==> src/rtl/rstc_pkg.sv <==
package rstc_pkg;

  localparam int NUM_CORES = 2;

  // Word indices; the order fixes the address map
  localparam int IDX_SCR   = 0;
  localparam int IDX_CRST  = 1;
  localparam int IDX_CPWR  = 2;
  localparam int IDX_AUX   = 3;
  localparam int IDX_EXT   = 4;
  localparam int IDX_PHY0  = 5;
  localparam int NUM_PHY   = 4;
  localparam int IDX_BOOT0 = IDX_PHY0 + NUM_PHY;
  localparam int IDX_BOOT1 = IDX_BOOT0 + 1;
  localparam int IDX_RSTAT = IDX_BOOT1 + 1;
  localparam int IDX_ISTAT = IDX_RSTAT + 1;
  localparam int IDX_IMASK = IDX_ISTAT + 1;
  localparam int IDX_GP1   = IDX_IMASK + 1;

  // Bit positions with actions attached
  localparam int BIT_C0_RST = 0;
  localparam int BIT_C1_RST = 1;
  localparam int BIT_C1_EN  = 1;

  // Byte address to word number
  function automatic logic [31:0] word_of(input logic [31:0] byte_addr);
    return byte_addr >> 2;
  endfunction

  // A word number lies inside the implemented set
  function automatic logic word_present(input logic [31:0] word, input int unsigned count);
    return word < count;
  endfunction

  // Value a word takes at reset
  function automatic logic [31:0] reset_word(input int idx, input logic [31:0] scr_v,
                                             input logic [31:0] rstat_v,
                                             input logic [31:0] imask_v);
    if (idx == IDX_SCR)   return scr_v;
    if (idx == IDX_RSTAT) return rstat_v;
    if (idx == IDX_IMASK) return imask_v;
    return 32'h0;
  endfunction

  // Bits that a write flips relative to the stored value
  function automatic logic [31:0] flipped(input logic [31:0] old_v, input logic [31:0] new_v);
    return old_v ^ new_v;
  endfunction

endpackage

==> src/rtl/rstc_decode.sv <==
module rstc_decode #(
  parameter int ADDR_W   = 12,
  parameter int NUM_REGS = 24,
  parameter int IDX_W    = 5
) (
  input  logic              bus_sel,
  input  logic              bus_wr,
  input  logic [ADDR_W-1:0] bus_addr,
  output logic              wr_en,
  output logic              rd_en,
  output logic              acc_err,
  output logic [IDX_W-1:0]  idx
);
  import rstc_pkg::*;

  localparam int WIDX_W = ADDR_W - 2;

  logic [WIDX_W-1:0] widx;
  logic              misaligned;
  logic              in_range;
  logic              good;

  assign widx       = bus_addr[ADDR_W-1:2];
  assign misaligned = |bus_addr[1:0];
  assign in_range   = word_present(word_of(32'({bus_addr})), NUM_REGS);
  assign good       = bus_sel && !misaligned && in_range;

  assign wr_en   = good && bus_wr;
  assign rd_en   = good && !bus_wr;
  assign acc_err = bus_sel && !good;
  assign idx     = widx[IDX_W-1:0];

endmodule

==> src/rtl/rstc_regfile.sv <==
module rstc_regfile #(
  parameter int          DATA_W    = 32,
  parameter int          NUM_REGS  = 24,
  parameter int          IDX_W     = 5,
  parameter logic [31:0] SCR_INIT  = 32'h0000_00A0,
  parameter logic [31:0] RSTAT_INIT = 32'h0000_0001,
  parameter logic [31:0] IMASK_INIT = 32'h0000_001F
) (
  input  logic                           clk,
  input  logic                           rst_n,
  input  logic                           wr_en,
  input  logic                           rd_en,
  input  logic                           rd_any,
  input  logic                           acc_err,
  input  logic [IDX_W-1:0]               idx,
  input  logic [DATA_W-1:0]              wdata,
  input  logic [rstc_pkg::NUM_CORES-1:0] clr_mask,
  output logic [DATA_W-1:0]              rdata,
  output logic                           rvalid,
  output logic                           err,
  output logic [DATA_W-1:0]              crst_q,
  output logic [DATA_W-1:0]              cpwr_q,
  output logic [DATA_W-1:0]              gp3_q,
  output logic [DATA_W-1:0]              gp4_q
);
  import rstc_pkg::*;

  logic [DATA_W-1:0] regs_q [NUM_REGS];

  for (genvar i = 0; i < NUM_REGS; i++) begin : g_word
    logic [DATA_W-1:0] q;
    logic              hit;
    assign hit = wr_en && (idx == IDX_W'(i));

    if (i == IDX_CRST) begin : g_crst
      logic [DATA_W-1:0] nxt;
      always_comb begin
        nxt = hit ? wdata : q;
        nxt = nxt & ~{{(DATA_W-NUM_CORES){1'b0}}, clr_mask};
      end
      always_ff @(posedge clk or negedge rst_n) begin
        if (!rst_n) q <= DATA_W'(reset_word(i, SCR_INIT, RSTAT_INIT, IMASK_INIT));
        else        q <= nxt;
      end
    end else begin : g_plain
      always_ff @(posedge clk or negedge rst_n) begin
        if (!rst_n)   q <= DATA_W'(reset_word(i, SCR_INIT, RSTAT_INIT, IMASK_INIT));
        else if (hit) q <= wdata;
      end
    end

    assign regs_q[i] = q;
  end

  always_ff @(posedge clk or negedge rst_n) begin
    if (!rst_n) begin
      rdata  <= '0;
      rvalid <= 1'b0;
      err    <= 1'b0;
    end else begin
      rvalid <= rd_any;
      err    <= acc_err;
      if (rd_en)       rdata <= regs_q[idx];
      else if (rd_any) rdata <= '0;
    end
  end

  assign crst_q = regs_q[IDX_CRST];
  assign cpwr_q = regs_q[IDX_CPWR];
  assign gp3_q  = regs_q[IDX_GP1 + 2];
  assign gp4_q  = regs_q[IDX_GP1 + 3];

endmodule

==> src/rtl/rstc_core_seq.sv <==
module rstc_core_seq #(
  parameter int         DATA_W   = 32,
  parameter int         IDX_W    = 5,
  parameter logic [1:0] START_LVL = 2'd3
) (
  input  logic                           clk,
  input  logic                           rst_n,
  input  logic                           wr_en,
  input  logic [IDX_W-1:0]               idx,
  input  logic [DATA_W-1:0]              wdata,
  input  logic [DATA_W-1:0]              crst_q,
  input  logic [DATA_W-1:0]              cpwr_q,
  input  logic [DATA_W-1:0]              gp3_q,
  input  logic [DATA_W-1:0]              gp4_q,
  input  logic [rstc_pkg::NUM_CORES-1:0] core_done,
  output logic [rstc_pkg::NUM_CORES-1:0] core_rst_req,
  output logic                           c1_on_req,
  output logic                           c1_off_req,
  output logic [DATA_W-1:0]              c1_entry,
  output logic [DATA_W-1:0]              c1_arg,
  output logic [1:0]                     c1_level,
  output logic [rstc_pkg::NUM_CORES-1:0] rst_change,
  output logic                           pwr_change,
  output logic [rstc_pkg::NUM_CORES-1:0] done_clear,
  output logic [rstc_pkg::NUM_CORES-1:0] pending
);
  import rstc_pkg::*;

  logic [31:0]          crst_flip;
  logic [31:0]          cpwr_flip;
  logic                 crst_hit;
  logic                 cpwr_hit;
  logic [NUM_CORES-1:0] trig;

  assign crst_hit  = wr_en && (idx == IDX_W'(IDX_CRST));
  assign cpwr_hit  = wr_en && (idx == IDX_W'(IDX_CPWR));
  assign crst_flip = flipped(32'(crst_q), 32'(wdata));
  assign cpwr_flip = flipped(32'(cpwr_q), 32'(wdata));

  assign rst_change[0] = crst_hit && crst_flip[BIT_C0_RST];
  assign rst_change[1] = crst_hit && crst_flip[BIT_C1_RST];
  assign pwr_change    = cpwr_hit && cpwr_flip[BIT_C1_EN];

  assign trig[0] = rst_change[0];
  assign trig[1] = rst_change[1] || pwr_change;

  for (genvar c = 0; c < NUM_CORES; c++) begin : g_core
    assign done_clear[c] = pending[c] && core_done[c] && !trig[c];

    always_ff @(posedge clk or negedge rst_n) begin
      if (!rst_n) begin
        pending[c]      <= 1'b0;
        core_rst_req[c] <= 1'b0;
      end else begin
        pending[c]      <= trig[c] || (pending[c] && !done_clear[c]);
        core_rst_req[c] <= rst_change[c];
      end
    end
  end

  always_ff @(posedge clk or negedge rst_n) begin
    if (!rst_n) begin
      c1_on_req  <= 1'b0;
      c1_off_req <= 1'b0;
      c1_entry   <= '0;
      c1_arg     <= '0;
      c1_level   <= '0;
    end else begin
      c1_on_req  <= pwr_change && wdata[BIT_C1_EN];
      c1_off_req <= pwr_change && !wdata[BIT_C1_EN];
      if (pwr_change && wdata[BIT_C1_EN]) begin
        c1_entry <= gp3_q;
        c1_arg   <= gp4_q;
        c1_level <= START_LVL;
      end
    end
  end

endmodule

==> src/rtl/core_reset_ctrl.sv <==
module core_reset_ctrl #(
  parameter int          ADDR_W     = 12,
  parameter int          DATA_W     = 32,
  parameter int          NUM_GP     = 10,
  parameter logic [31:0] SCR_INIT   = 32'h0000_00A0,
  parameter logic [31:0] RSTAT_INIT = 32'h0000_0001,
  parameter logic [31:0] IMASK_INIT = 32'h0000_001F,
  parameter logic [1:0]  START_LVL  = 2'd3
) (
  input  logic              clk,
  input  logic              rst_n,
  input  logic              bus_sel,
  input  logic              bus_wr,
  input  logic [ADDR_W-1:0] bus_addr,
  input  logic [DATA_W-1:0] bus_wdata,
  output logic [DATA_W-1:0] bus_rdata,
  output logic              bus_rvalid,
  output logic              bus_err,
  output logic [1:0]        core_rst_req,
  input  logic [1:0]        core_done,
  output logic              c1_on_req,
  output logic              c1_off_req,
  output logic [DATA_W-1:0] c1_entry,
  output logic [DATA_W-1:0] c1_arg,
  output logic [1:0]        c1_level
);
  import rstc_pkg::*;

  localparam int NUM_REGS = IDX_GP1 + NUM_GP;
  localparam int IDX_W    = $clog2(NUM_REGS);

  logic              wr_en;
  logic              rd_en;
  logic              rd_any;
  logic              acc_err;
  logic [IDX_W-1:0]  idx;
  logic [DATA_W-1:0] crst_q;
  logic [DATA_W-1:0] cpwr_q;
  logic [DATA_W-1:0] gp3_q;
  logic [DATA_W-1:0] gp4_q;
  logic [1:0]        rst_change;
  logic              pwr_change;
  logic [1:0]        done_clear;
  logic [1:0]        pending;

  assign rd_any = bus_sel && !bus_wr;

  rstc_decode #(
    .ADDR_W(ADDR_W), .NUM_REGS(NUM_REGS), .IDX_W(IDX_W)
  ) u_dec (
    .bus_sel(bus_sel), .bus_wr(bus_wr), .bus_addr(bus_addr),
    .wr_en(wr_en), .rd_en(rd_en), .acc_err(acc_err), .idx(idx)
  );

  rstc_regfile #(
    .DATA_W(DATA_W), .NUM_REGS(NUM_REGS), .IDX_W(IDX_W),
    .SCR_INIT(SCR_INIT), .RSTAT_INIT(RSTAT_INIT), .IMASK_INIT(IMASK_INIT)
  ) u_regs (
    .clk(clk), .rst_n(rst_n), .wr_en(wr_en), .rd_en(rd_en), .rd_any(rd_any),
    .acc_err(acc_err), .idx(idx), .wdata(bus_wdata), .clr_mask(done_clear),
    .rdata(bus_rdata), .rvalid(bus_rvalid), .err(bus_err),
    .crst_q(crst_q), .cpwr_q(cpwr_q), .gp3_q(gp3_q), .gp4_q(gp4_q)
  );

  rstc_core_seq #(
    .DATA_W(DATA_W), .IDX_W(IDX_W), .START_LVL(START_LVL)
  ) u_seq (
    .clk(clk), .rst_n(rst_n), .wr_en(wr_en), .idx(idx), .wdata(bus_wdata),
    .crst_q(crst_q), .cpwr_q(cpwr_q), .gp3_q(gp3_q), .gp4_q(gp4_q),
    .core_done(core_done), .core_rst_req(core_rst_req),
    .c1_on_req(c1_on_req), .c1_off_req(c1_off_req),
    .c1_entry(c1_entry), .c1_arg(c1_arg), .c1_level(c1_level),
    .rst_change(rst_change), .pwr_change(pwr_change),
    .done_clear(done_clear), .pending(pending)
  );

endmodule

==> config.mk <==
export PLATFORM = sky130hd
export DESIGN_NAME = core_reset_ctrl
export DESIGN_NICKNAME = d
export VERILOG_FILES = /design/src/rtl/rstc_pkg.sv /design/src/rtl/rstc_decode.sv /design/src/rtl/rstc_regfile.sv /design/src/rtl/rstc_core_seq.sv /design/src/rtl/core_reset_ctrl.sv
export SDC_FILE = /design/constraint.sdc
export NUM_CORES = 1
export LEC_CHECK = 0
export BUFFER_PORTS_ARGS = -buffer_cell sky130_fd_sc_hd__clkbuf_2
export CAP_MARGIN = 10
export CORE_MARGIN = 3
export CORE_UTILIZATION = 35
export CTS_CLUSTER_DIAMETER = 30
export DETAILED_ROUTE_END_ITERATION = 10
export SLEW_MARGIN = 20
export SYNTH_ARGS = -nofsm -noshare
export SYNTH_HDL_FRONTEND = slang
export SYNTH_HIERARCHICAL = 1
export SYNTH_SLANG_ARGS = --single-unit
==> constraint.sdc <==
create_clock -name clk -period 1.9 [get_ports clk]
set_input_delay 0.19 -clock clk [delete_from_list [all_inputs] [get_ports clk]]
set_output_delay 0.19 -clock clk [all_outputs]
set_load 0.02 [all_outputs]
==> qor.csv, run 1 <==
stage,metric,value,unit
pwr,peakVddDrop,0.7862,mV
die,die_width,341.7,um
cts,insertion_delay,0.76,ns
cts,h-tree-depth,4,
place,post_dp_cell_area,44470,um2
logic_synthesis,synth_area_per_cell,14.15,um2
pwr,p_sw_share,22.56,%
final_layout,syn2layout_area_growth,31.71,%
grt,grt_usage,19.68,%
die,die-area,116800,um2
cts,cts-root-buf,clkbuf_16,
die,rows,122,
cts,cts_tree,done,
timing,fmax,502.9,MHz
final_layout,drive_above_1_share,50.81,%
cts,clockBufferDepth,3,
die,pin_count,154,
timing,final_hold_viol_count,0,
timing,slew_headroom,55.74,%
pwr,clkPwrFrac,62.6,%
flow_run,cap_violations,0,
grt,grt_pass1_wl,174200,um
timing,finalSetupViolCount,80,
grt,overflow,0,
drt,vias,25211,
logic_synthesis,synth_nets,2838,
worst_setup_path,start_kind,input port,
pwr,p_switching,12550,uW
pwr,p_seq_share,33.6,%
pwr,intPower,43090,uW
worst_setup_path,cp_max_fo,7,
drt,dr.pass1.iters,5,
die,chipHeight,341.7,um
pwr,power_leakage,0.02567,uW
timing,skew,0.03607,ns
drt,drc,0,
timing,rsz0062_at_grt,true,
logic_synthesis,ys_warn_count,6,
cts,cts_sinks,873,
drt,postRouteAntennaNets,0,
timing,timing.final.crit_period,1.989,ns
die,initial_utilization,35.44,%
grt,grt_pass1_vias,26802,
place,dp_hpwl,72130,um
timing,fin_crit_sh,104.7,%
worst_setup_path,crit_required,2.52,ns
place,dpl_worst_slack,-0.9121,ns
logic_synthesis,netlist_area,39440,um2
status,failed_checks,setup timing,
worst_setup_path,cp.arrival,2.61,ns
cts,numCtsBuffers,194,
pwr,power_per_cell_area,1071,nW/um2
place,gp_congestion,0.7864,
drt,via_per_inst,5.281,
status,outcome,"complete, but fails checks",
pwr,p_total,55640,uW
final_layout,final_cells,4774,
min_path,hold_path_class,input port to register,
place,portBuffers,153,
grt,antenna_found_initial,2,
grt,grt_max_degree,88,
cts,clk_pin_slew,0.04,ns
die,core,111300,um2
logic_synthesis,synthesis.instances,2788,
place,placedCellCount,4388,
drt,drtIter0Drc,1566,
drt,wirelength,117100,um
final_layout,nets,3169,
worst_setup_path,worstSetupEndpointType,register,
timing,worst_pin_slew,0.6618,ns
pwr,p_comb_share,3.8,%
final_layout,fin_util,46.68,%
timing,finalMaxSlewViolations,0,
drt,wl_per_cell,24.53,um
timing,fin_ws,-0.08852,ns
final_layout,final_area,51950,um2
worst_setup_path,crit_type,input port to register,
==> power by group through the flow <==
stage                     clock (uW)  combinational [uW]  sequential (uW)
after floorplan                    0                 859            19000
after global placement             0                2090            19000
after detailed placement           0                2090            19000
after CTS                      35400                2120            18700
after global routing           36500                2270            18700
final                          34800                2110            18700
==> placed cells by master, fill, tap and decap left out, types with 4 or more instances in the layout <==
cell type        n
dfrtp_1        865
mux2_2         611
mux2i_1        283
mux2_4         234
clkbuf_16      200
clkbuf_2       148
buf_4          126
buf_12          91
a21oi_1         68
nand3_1         66
nand2_1         39
clkinv_2        37
nor2_1          34
mux4_2          34
a22oi_1         33
clkbuf_8        32
a221oi_1        32
o22ai_1         32
o21ai_1         31
a32oi_1         31
bufinv_16       27
clkinvlp_4      23
mux2_1          19
a2111oi_0       18
clkinv_4        17
clkbuf_1        16
nand2_2         12
dlygate4sd3_1   10
buf_6            9
dfstp_2          8
a2111oi_1        7
inv_6            6
nand2b_1         6
a2111oi_2        6
nor2b_4          5
inv_1            5
nor3_4           5
nor2_4           5
inv_16           4
nor2b_1          4
==> area by class of cell <==
class / count / area, um2
Fill cell: 9699 / 59330
Clock buffer: 243 / 5380
Inverter: 5 / 18.77
Clock inverter: 119 / 1573
Multi-Input combinational cell: 1650 / 17310
Antenna cell: 1 / 2.502
Timing Repair Buffer: 395 / 3948
Sequential cell: 873 / 21860
Tap cell: 1488 / 1862
==> worst max-delay path, stage by stage <==
cell	delay (ns)
clkbuf_2	0.08
or4b_4	0.56
nor4_4	0.35
buf_12	0.16
nor4b_4	0.21
nand4b_1	0.28
buf_12	0.26
clkbuf_16	0.20
mux2_4	0.30
==> through the flow <==
stage / hold WS [ns] / setup TNS, ns
after floorplan: -0.1056 / -282.83
after global placement: 0.1215 / -478.73
after detailed placement: 0.1205 / -488.45
after CTS: 0.03840 / 0
after global routing: 0.08616 / -4.537
final: 0.08789 / -2.938
==> per-layer routing <==
metal,wire length (um),up-vias,GRT usage (%)
met5,13,-,0
met4,3008,2,6.815
met3,6317,163,4.591
met2,54460,603,30.86
met1,53290,13451,26.74
li1,-,10992,-
==> flip-flops by register name, summed over array words and instances, names as in the netlist <==
name                count
u_seq/c1_arg           32
u_regs/crst_q          32
u_regs/g_word.q       640
u_regs/gp4_q           32
u_seq/c1_off_req        1
u_regs/rdata           32
u_regs/rvalid           1
u_regs/err              1
u_regs/cpwr_q          32
u_seq/c1_on_req         1
u_seq/c1_level          1
u_seq/c1_entry         32
u_seq/core_rst_req      2
u_seq/pending           2
u_regs/gp3_q           32
==> final timing paths <==
check | depth (start not counted) | endpoint | start | slack [ns]
hold reg to reg | 1 | u_regs/g_word[22].q[11] | u_regs/g_word[22].q[11] | 0.48
max in group asynchronous | 3 | u_regs/gp4_q[5] | rst_n | 0.63
setup / recovery | 9 | u_seq/c1_arg[0] | bus_addr[7] | -0.09
hold / removal | 2 | u_regs/g_word[4].q[31] | bus_wdata[31] | 0.09
setup reg to reg | 4 | u_seq/c1_arg[0] | u_regs/cpwr_q[1] | 0.20
min in group asynchronous | 3 | u_regs/g_word[13].q[25] | rst_n | 0.19
==> repair_timing <==
action,CTS,global route
gates cloned,0,8
pin swaps,0,3
endpoints found under the setup margin,7,230
buffers inserted,0,5
gates resized for setup,6,51
endpoints found under the hold margin,879,0
hold buffers,11,0
Power figures use the tool's default switching activity.
==> run 2, diff against run 1 <==
==> constraint.sdc (replaced) <==
create_clock -name clk -period 1.6 [get_ports clk]
set_input_delay 0.16 -clock clk [delete_from_list [all_inputs] [get_ports clk]]
set_output_delay 0.16 -clock clk [all_outputs]
set_load 0.02 [all_outputs]
==> run 2 against run 1 <==
The run still ends with setup timing left. Count of clock-buffer cells in the layout is 4 lower. Critical endpoint is now u_regs/g_word[12].q[1]. Sequential share of layout area is 2.1 points lower. Largest cell class unchanged. Flip-flop and latch count stayed put. Sequential power is 19% higher. Clock skew is 0.0048 ns lower. Critical path type unchanged.
==> qor.csv, run 2 (synthesis results as in run 1) <==
stage,metric,value,unit,change
status,outcome,"complete, but fails checks",,
status,failed_checks,setup timing,,
grt,grt_pass1_vias,27607,,+3.0%
pwr,intPower,51070,uW,+19%
timing,timing.final.crit_period,2.105,ns,
drt,postRouteAntennaNets,0,,unchanged
timing,finalMaxSlewViolations,0,,unchanged
die,die-area,116800,um2,unchanged
min_path,hold_path_class,input port to register,,
worst_setup_path,start_kind,input port,,
die,initial_utilization,35.44,%,unchanged
worst_setup_path,crit_type,input port to register,,
cts,clockBufferDepth,3,,unchanged
timing,final_hold_viol_count,0,,unchanged
pwr,power_leakage,0.02687,uW,+4.7%
timing,slew_headroom,38.37,%,-17 points
worst_setup_path,cp.arrival,2.72,ns,+0.11 ns
timing,worst_pin_slew,0.9214,ns,+0.2597 ns
pwr,p_switching,14780,uW,+18%
pwr,peakVddDrop,0.9100,mV,+16%
final_layout,final_cell_mix,"dfrtp_1, mux2_2, mux2_4, mux2i_1, clkbuf_16",,
grt,grt_max_degree,63,,-28%
drt,drtIter0Drc,2133,,+36%
cts,clk_pin_slew,0.05,ns,about the same
final_layout,layout_commonest_cell,dfrtp_1,,
die,die_width,341.7,um,unchanged
timing,tns,-300.04,ns,-297.10 ns
final_layout,fillers,9363,,-3.5%
flow_run,cap_violations,0,,unchanged
drt,vias,26287,,+4.3%
die,chipHeight,341.7,um,unchanged
final_layout,largest_register,u_regs/g_word.q,,
pwr,p_comb_share,4.2,%,+0.4 points
final_layout,fin_util,49.16,%,+2.5 points
final_layout,largest_reg_flops,640,,unchanged
timing,fmax,475.0,MHz,
timing,fin_ws,-0.5054,ns,-0.4169 ns
drt,drc,0,,unchanged
pwr,p_seq_share,33.7,%,about the same
pwr,power_per_cell_area,1204,nW/um2,+12%
cts,cts_sinks,873,,unchanged
cts,insertion_delay,0.76,ns,about the same
drt,wirelength,129600,um,+11%
cts,numCtsBuffers,184,,-5.2%
place,gp_congestion,0.8068,,+2.6%
grt,grt_pass1_wl,188200,um,+8.1%
timing,skew,0.03132,ns,-0.004753 ns
worst_setup_path,worstSetupEndpointType,register,,
grt,antenna_found_initial,2,,unchanged
place,portBuffers,153,,unchanged
cts,cts_tree,done,,
die,rows,122,,unchanged
pwr,clkPwrFrac,62.1,%,-0.5 points
die,core,111300,um2,unchanged
timing,rsz0062_at_grt,true,,
pwr,p_total,65860,uW,+18%
worst_setup_path,cp_max_fo,5,,-2
timing,fin_crit_sh,131.6,%,
timing,timing.hold.ws,0.05678,ns,-0.03110 ns
worst_setup_path,crit_required,2.21,ns,-0.31 ns
final_layout,nets,3300,,+4.1%
drt,via_per_inst,5.364,,+1.6%
die,pin_count,154,,unchanged
timing,finalSetupViolCount,870,,+990%
drt,wl_per_cell,26.44,um,+7.8%
cts,h-tree-depth,4,,unchanged
final_layout,drive_above_1_share,53.79,%,+3.0 points
pwr,p_sw_share,22.45,%,-0.11 points
final_layout,syn2layout_area_growth,38.70,%,
cts,cts-root-buf,clkbuf_16,,
grt,overflow,0,,unchanged
place,dp_hpwl,74850,um,+3.8%
drt,dr.pass1.iters,5,,unchanged
grt,grt_usage,21.62,%,+1.9 points
[run 2: cell types whose count changed in the layout (fill, tap and decap cells not counted), sizes merged]
| cell | delta |
|---|---|
| buf | +136 |
| clkinv | -15 |
| clkbuf | +5 |
| clkinvlp | -5 |
| bufinv | +4 |
| diode | +4 |
| dlygate4sd3 | -4 |
| inv | +2 |
| bufbuf | +1 |
| dlymetal6s4s | -1 |
[run 2: power groups by stage]
stage                     Sequential, uW  Combinational [uW]  Clock [uW]
after CTS                          22200                2730       41400
after detailed placement           22500                2640           0
after global placement             22500                2640           0
after floorplan                    22500                1020           0
final                              22200                2740       40900
after global routing               22200                2920       42700
[run 2: cell type report]
cell class / count / area [um2] / share of cell area [%]
antenna: 5 / 12.51 / 0.02287
clock buffer: 239 / 5195 / 9.496
clock inverter: 105 / 1587 / 2.900
inverter: 5 / 18.77 / 0.03431
multi-input combinational: 1650 / 17890 / 32.70
sequential: 873 / 21860 / 39.95
tap: 1488 / 1862 / 3.403
timing repair buffer: 536 / 6287 / 11.49
[run 2: worst paths after layout]
check | startpoint | to | slack (ns) | cells past startpoint
min in group asynchronous | rst_n | u_regs/g_word[5].q[2] | 0.18 | 3
max in group asynchronous | rst_n | u_regs/g_word[10].q[11] | 0.07 | 3
worst min-delay path | bus_wdata[13] | u_regs/g_word[0].q[13] | 0.06 | 2
worst max-delay path | bus_addr[7] | u_regs/g_word[12].q[1] | -0.51 | 11
worst max register to register | u_regs/g_word[14].q[15] | u_regs/rdata[15] | -0.14 | 5
worst min register to register | u_regs/g_word[20].q[5] | u_regs/g_word[20].q[5] | 0.49 | 1
[run 2: worst max-delay path, cell delays in order]
cell and delay, ns:
clkbuf_2 0.08, or4b_4 0.56, nor4_4 0.41, buf_4 0.20
buf_6 0.12, nand2b_4 0.09, buf_4 0.17, nor4_4 0.24
buf_4 0.22, buf_8 0.16, mux2_4 0.31
[run 2: stage by stage]
| stage | instance area, um2 | cells | setup WS, ns |
|---|---|---|---|
| 2_1_floorplan | 40400 | 2788 | -0.8065 |
| 3_3_place_gp | 45140 | 4454 | -1.130 |
| 3_5_place_dp | 45140 | 4454 | -1.157 |
| 4_1_cts | 53880 | 4870 | -0.3614 |
| 5_1_grt | 54690 | 4896 | -0.5967 |
| 6_report | 54710 | 4901 | -0.5054 |
[run 2: layer usage]
metal / GRT usage [%] / vias up / wire length (um)
met3: 5.785 / 209 / 8903
met5: 0 / - / 12
met2: 34.41 / 795 / 60610
li1: - / 11275 / -
met4: 6.932 / 2 / 3988
met1: 28.68 / 14006 / 56050
[run 2: repair_timing]
item | 4_1_cts | 5_1_grt
pin swaps | 33 | 15
gates cloned | 33 | 15
endpoints found under the setup margin | 872 | 879
gates resized for setup | 171 | 119
buffers inserted | 33 | 21
hold buffers | 6 | 0
endpoints found under the hold margin | 875 | 0
==> run 3, diff against run 2 <==
--- a/config.mk
+++ b/config.mk
@@ -7,7 +7,7 @@
 export LEC_CHECK = 0
 export BUFFER_PORTS_ARGS = -buffer_cell sky130_fd_sc_hd__clkbuf_2
 export CAP_MARGIN = 10
-export CORE_MARGIN = 3
+export CORE_MARGIN = 2
 export CORE_UTILIZATION = 35
 export CTS_CLUSTER_DIAMETER = 30
 export DETAILED_ROUTE_END_ITERATION = 10
==> run 3 against run 2 <==
The flow still finishes with violations (setup timing). Cell count down 0.37%. Total power rose by 2.9%. Setup slack improved by 0.20 ns. Non-clock buffer count down 48. Utilization fell by 0.97 points. Critical endpoint is now u_regs/g_word[20].q[21].
==> qor.csv, run 3 (synthesis results as in run 1) <==
stage,metric,value,unit,change
pwr,clkPwrFrac,63.4,%,+1.3 points
worst_setup_path,r2r_start,u_regs/g_word[6].q[30],,
die,rows,123,,+0.82%
grt,use_met1,29.17,%,+0.49 points
cts,clockBufferDepth,3,,unchanged
worst_setup_path,cp_max_fo,8,,+3
grt,use_met3,4.055,%,-1.7 points
min_path,min-delay-start,bus_wdata[30],,
timing,finalMaxSlewViolations,0,,unchanged
worst_setup_path,r2r-end,u_regs/rdata[30],,
min_path,min_to,u_regs/g_word[13].q[30],,
timing,worst_pin_slew,0.7114,ns,-0.2101 ns
worst_setup_path,crit_type,input port to register,,
worst_setup_path,crit_top_cell,buf_6,,
cts,clk_pin_slew,0.05,ns,about the same
worst_setup_path,r2r_slack,0.09,ns,+0.23 ns
worst_setup_path,cp.depth,10,,-1
cts,cts-root-buf,clkbuf_16,,
die,pin_count,154,,unchanged
timing,skew,0.03467,ns,+0.003353 ns
pwr,peakVddDrop,0.9714,mV,+6.7%
grt,overflow,0,,unchanged
final_layout,largest_reg_flops,640,,unchanged
cts,numCtsBuffers,195,,+6.0%
worst_setup_path,critPathBufInv,5,,-1
cts,cts_tree,done,,
timing,timing.final.crit_period,1.907,ns,-0.1989 ns
timing,fin_crit_sh,119.2,%,-12 points
die,initial_utilization,35.16,%,-0.29 points
grt,busiest_layer,met2,,
grt,grt_pass1_vias,27383,,-0.81%
drt,wirelength,126700,um,-2.2%
grt,antenna_found_initial,1,,-1
pwr,intPower,52710,uW,+3.2%
worst_setup_path,start_kind,input port,,
pwr,power_per_cell_area,1253,nW/um2,+4.1%
final_layout,fin_util,48.19,%,-0.97 points
place,portBuffers,153,,unchanged
timing,rsz0062_at_grt,true,,
drt,dr.pass1.iters,5,,unchanged
worst_setup_path,worstSetupEndpointType,register,,
final_layout,final_cell_mix,"dfrtp_1, mux2_2, mux2i_1, mux2_4, clkbuf_16",,
timing,slew_headroom,52.58,%,+14 points
die,core,112200,um2,+0.82%
pwr,power_leakage,0.02661,uW,-0.97%
worst_setup_path,crit_family,simple AND/OR/NAND/NOR gates,,
drt,via_per_inst,5.363,,about the same
die,die_width,339.7,um,-0.59%
worst_setup_path,worst_path_max_delay_cell,or4_4,,
grt,grt_use_met2,33.12,%,-1.3 points
drt,drc,0,,unchanged
grt,grt_usage,21.04,%,-0.58 points
pwr,p_seq_share,32.8,%,-0.9 points
drt,postRouteAntennaNets,0,,unchanged
place,placedCellCount,4445,,-0.20%
worst_setup_path,crit_required,2.24,ns,+0.03 ns
pwr,p_switching,15040,uW,+1.7%
die,chipHeight,339.7,um,-0.59%
timing,finalSetupViolCount,787,,-9.5%
final_layout,layout_commonest_cell,dfrtp_1,,
status,failed_checks,setup timing,,
drt,wl_per_cell,25.96,um,-1.8%
grt,grt_pass1_wl,183600,um,-2.4%
place,gp_congestion,0.8022,,-0.57%
place,dp_hpwl,74290,um,-0.74%
flow_run,cap_violations,0,,unchanged
timing,tns,-110.58,ns,+189.46 ns
place,post_dp_cell_area,44960,um2,-0.40%
final_layout,drive_above_1_share,52.84,%,-0.94 points
cts,cts_sinks,873,,unchanged
pwr,p_total,67750,uW,+2.9%
status,outcome,"complete, but fails checks",,
timing,fmax,524.5,MHz,+10%
drt,vias,26189,,-0.37%
final_layout,largest_register,u_regs/g_word.q,,
worst_setup_path,cpPeakStageDelay,0.55,ns,about the same
pwr,p_sw_share,22.19,%,-0.25 points
timing,final_hold_viol_count,0,,unchanged
die,die-area,115400,um2,-1.2%
timing,fin_ws,-0.3065,ns,+0.1989 ns
pwr,p_comb_share,3.9,%,-0.3 points
cts,h-tree-depth,4,,unchanged
drt,drtIter0Drc,1884,,-12%
final_layout,nets,3263,,-1.1%
min_path,hold_path_class,input port to register,,
worst_setup_path,cp_cell_sequence,clkbuf_2 -> or4_4 -> nor4_4 -> buf_12 -> nand3_4 -> buf_6 -> nor3_4 -> buf_6 -> clkbuf_16 -> mux2_2,,
worst_setup_path,cp.arrival,2.55,ns,-0.17 ns
final_layout,final_cells,4883,,-0.37%
min_path,hold_path_depth,2,,unchanged
cts,insertion_delay,0.76,ns,about the same
final_layout,syn2layout_area_growth,37.08,%,
worst_setup_path,r2r_cells,4,,-1
grt,grt_max_degree,60,,-4.8%
final_layout,final_area,54070,um2,-1.2%
run 3: cell types whose count changed in the layout (fill, tap and decap cells not counted), sizes merged:
cell,change
clkbuf,+13
diode,-2
dlygate4sd3,+3
buf,-53
clkinvlp,-2
bufinv,+3
bufbuf,+1
clkinv,+12
inv,-5
run 3: worst max path at each step:
stage	from	endpoint	slack, ns
2_1_floorplan	bus_addr[7]	u_seq/c1_arg[30]	-0.81
3_3_place_gp	bus_addr[11]	u_regs/rdata[21]	-1.06
3_5_place_dp	bus_addr[11]	u_regs/rdata[21]	-1.11
4_1_cts	bus_addr[1]	u_seq/c1_entry[25]	-0.19
5_1_grt	bus_addr[8]	u_regs/g_word[8].q[8]	-0.32
6_report	bus_addr[8]	u_regs/g_word[20].q[21]	-0.31
run 3: timing repair:
action | 4_1_cts | 5_1_grt
hold buffers | 9 | 0
buffers inserted | 24 | 7
gates resized for setup | 94 | 91
pin swaps | 6 | 8
gates cloned | 19 | 16
setup endpoints to repair | 808 | 874
hold endpoints to repair | 878 | 0
run 3: per-layer routing:
| metal | part of all wire [%] | vias up |
|---|---|---|
| li1 | - | 11215 |
| met1 | 45 | 14001 |
| met2 | 47 | 758 |
| met3 | 5.2 | 215 |
| met4 | 2.8 | 0 |
| met5 | 0 | - |
run 3: stage by stage:
step,worst slack (ns),hold slack [ns]
3_5_place_dp,-1.111,0.08470
3_3_place_gp,-1.056,0.09273
4_1_cts,-0.1944,0.003238
5_1_grt,-0.3220,0.07076
6_report,-0.3065,0.05372
2_1_floorplan,-0.8065,-0.1356
run 3: final cells by class:
type	instances	area, um2
Timing Repair Buffer	488	5492
Antenna cell	3	7.507
Sequential cell	873	21860
Multi-Input combinational cell	1650	17630
Inverter	5	18.77
Fill cell	9524	58130
Tap cell	1500	1877
Clock inverter	113	1695
Clock buffer	251	5487
run 3: power groups by stage:
stage	clock network (uW)	registers (uW)	logic, uW
6_report	42900	22200	2620
5_1_grt	44700	22200	2810
4_1_cts	43400	22200	2610
3_5_place_dp	0	22500	2570
3_3_place_gp	0	22500	2560
2_1_floorplan	0	22500	1020
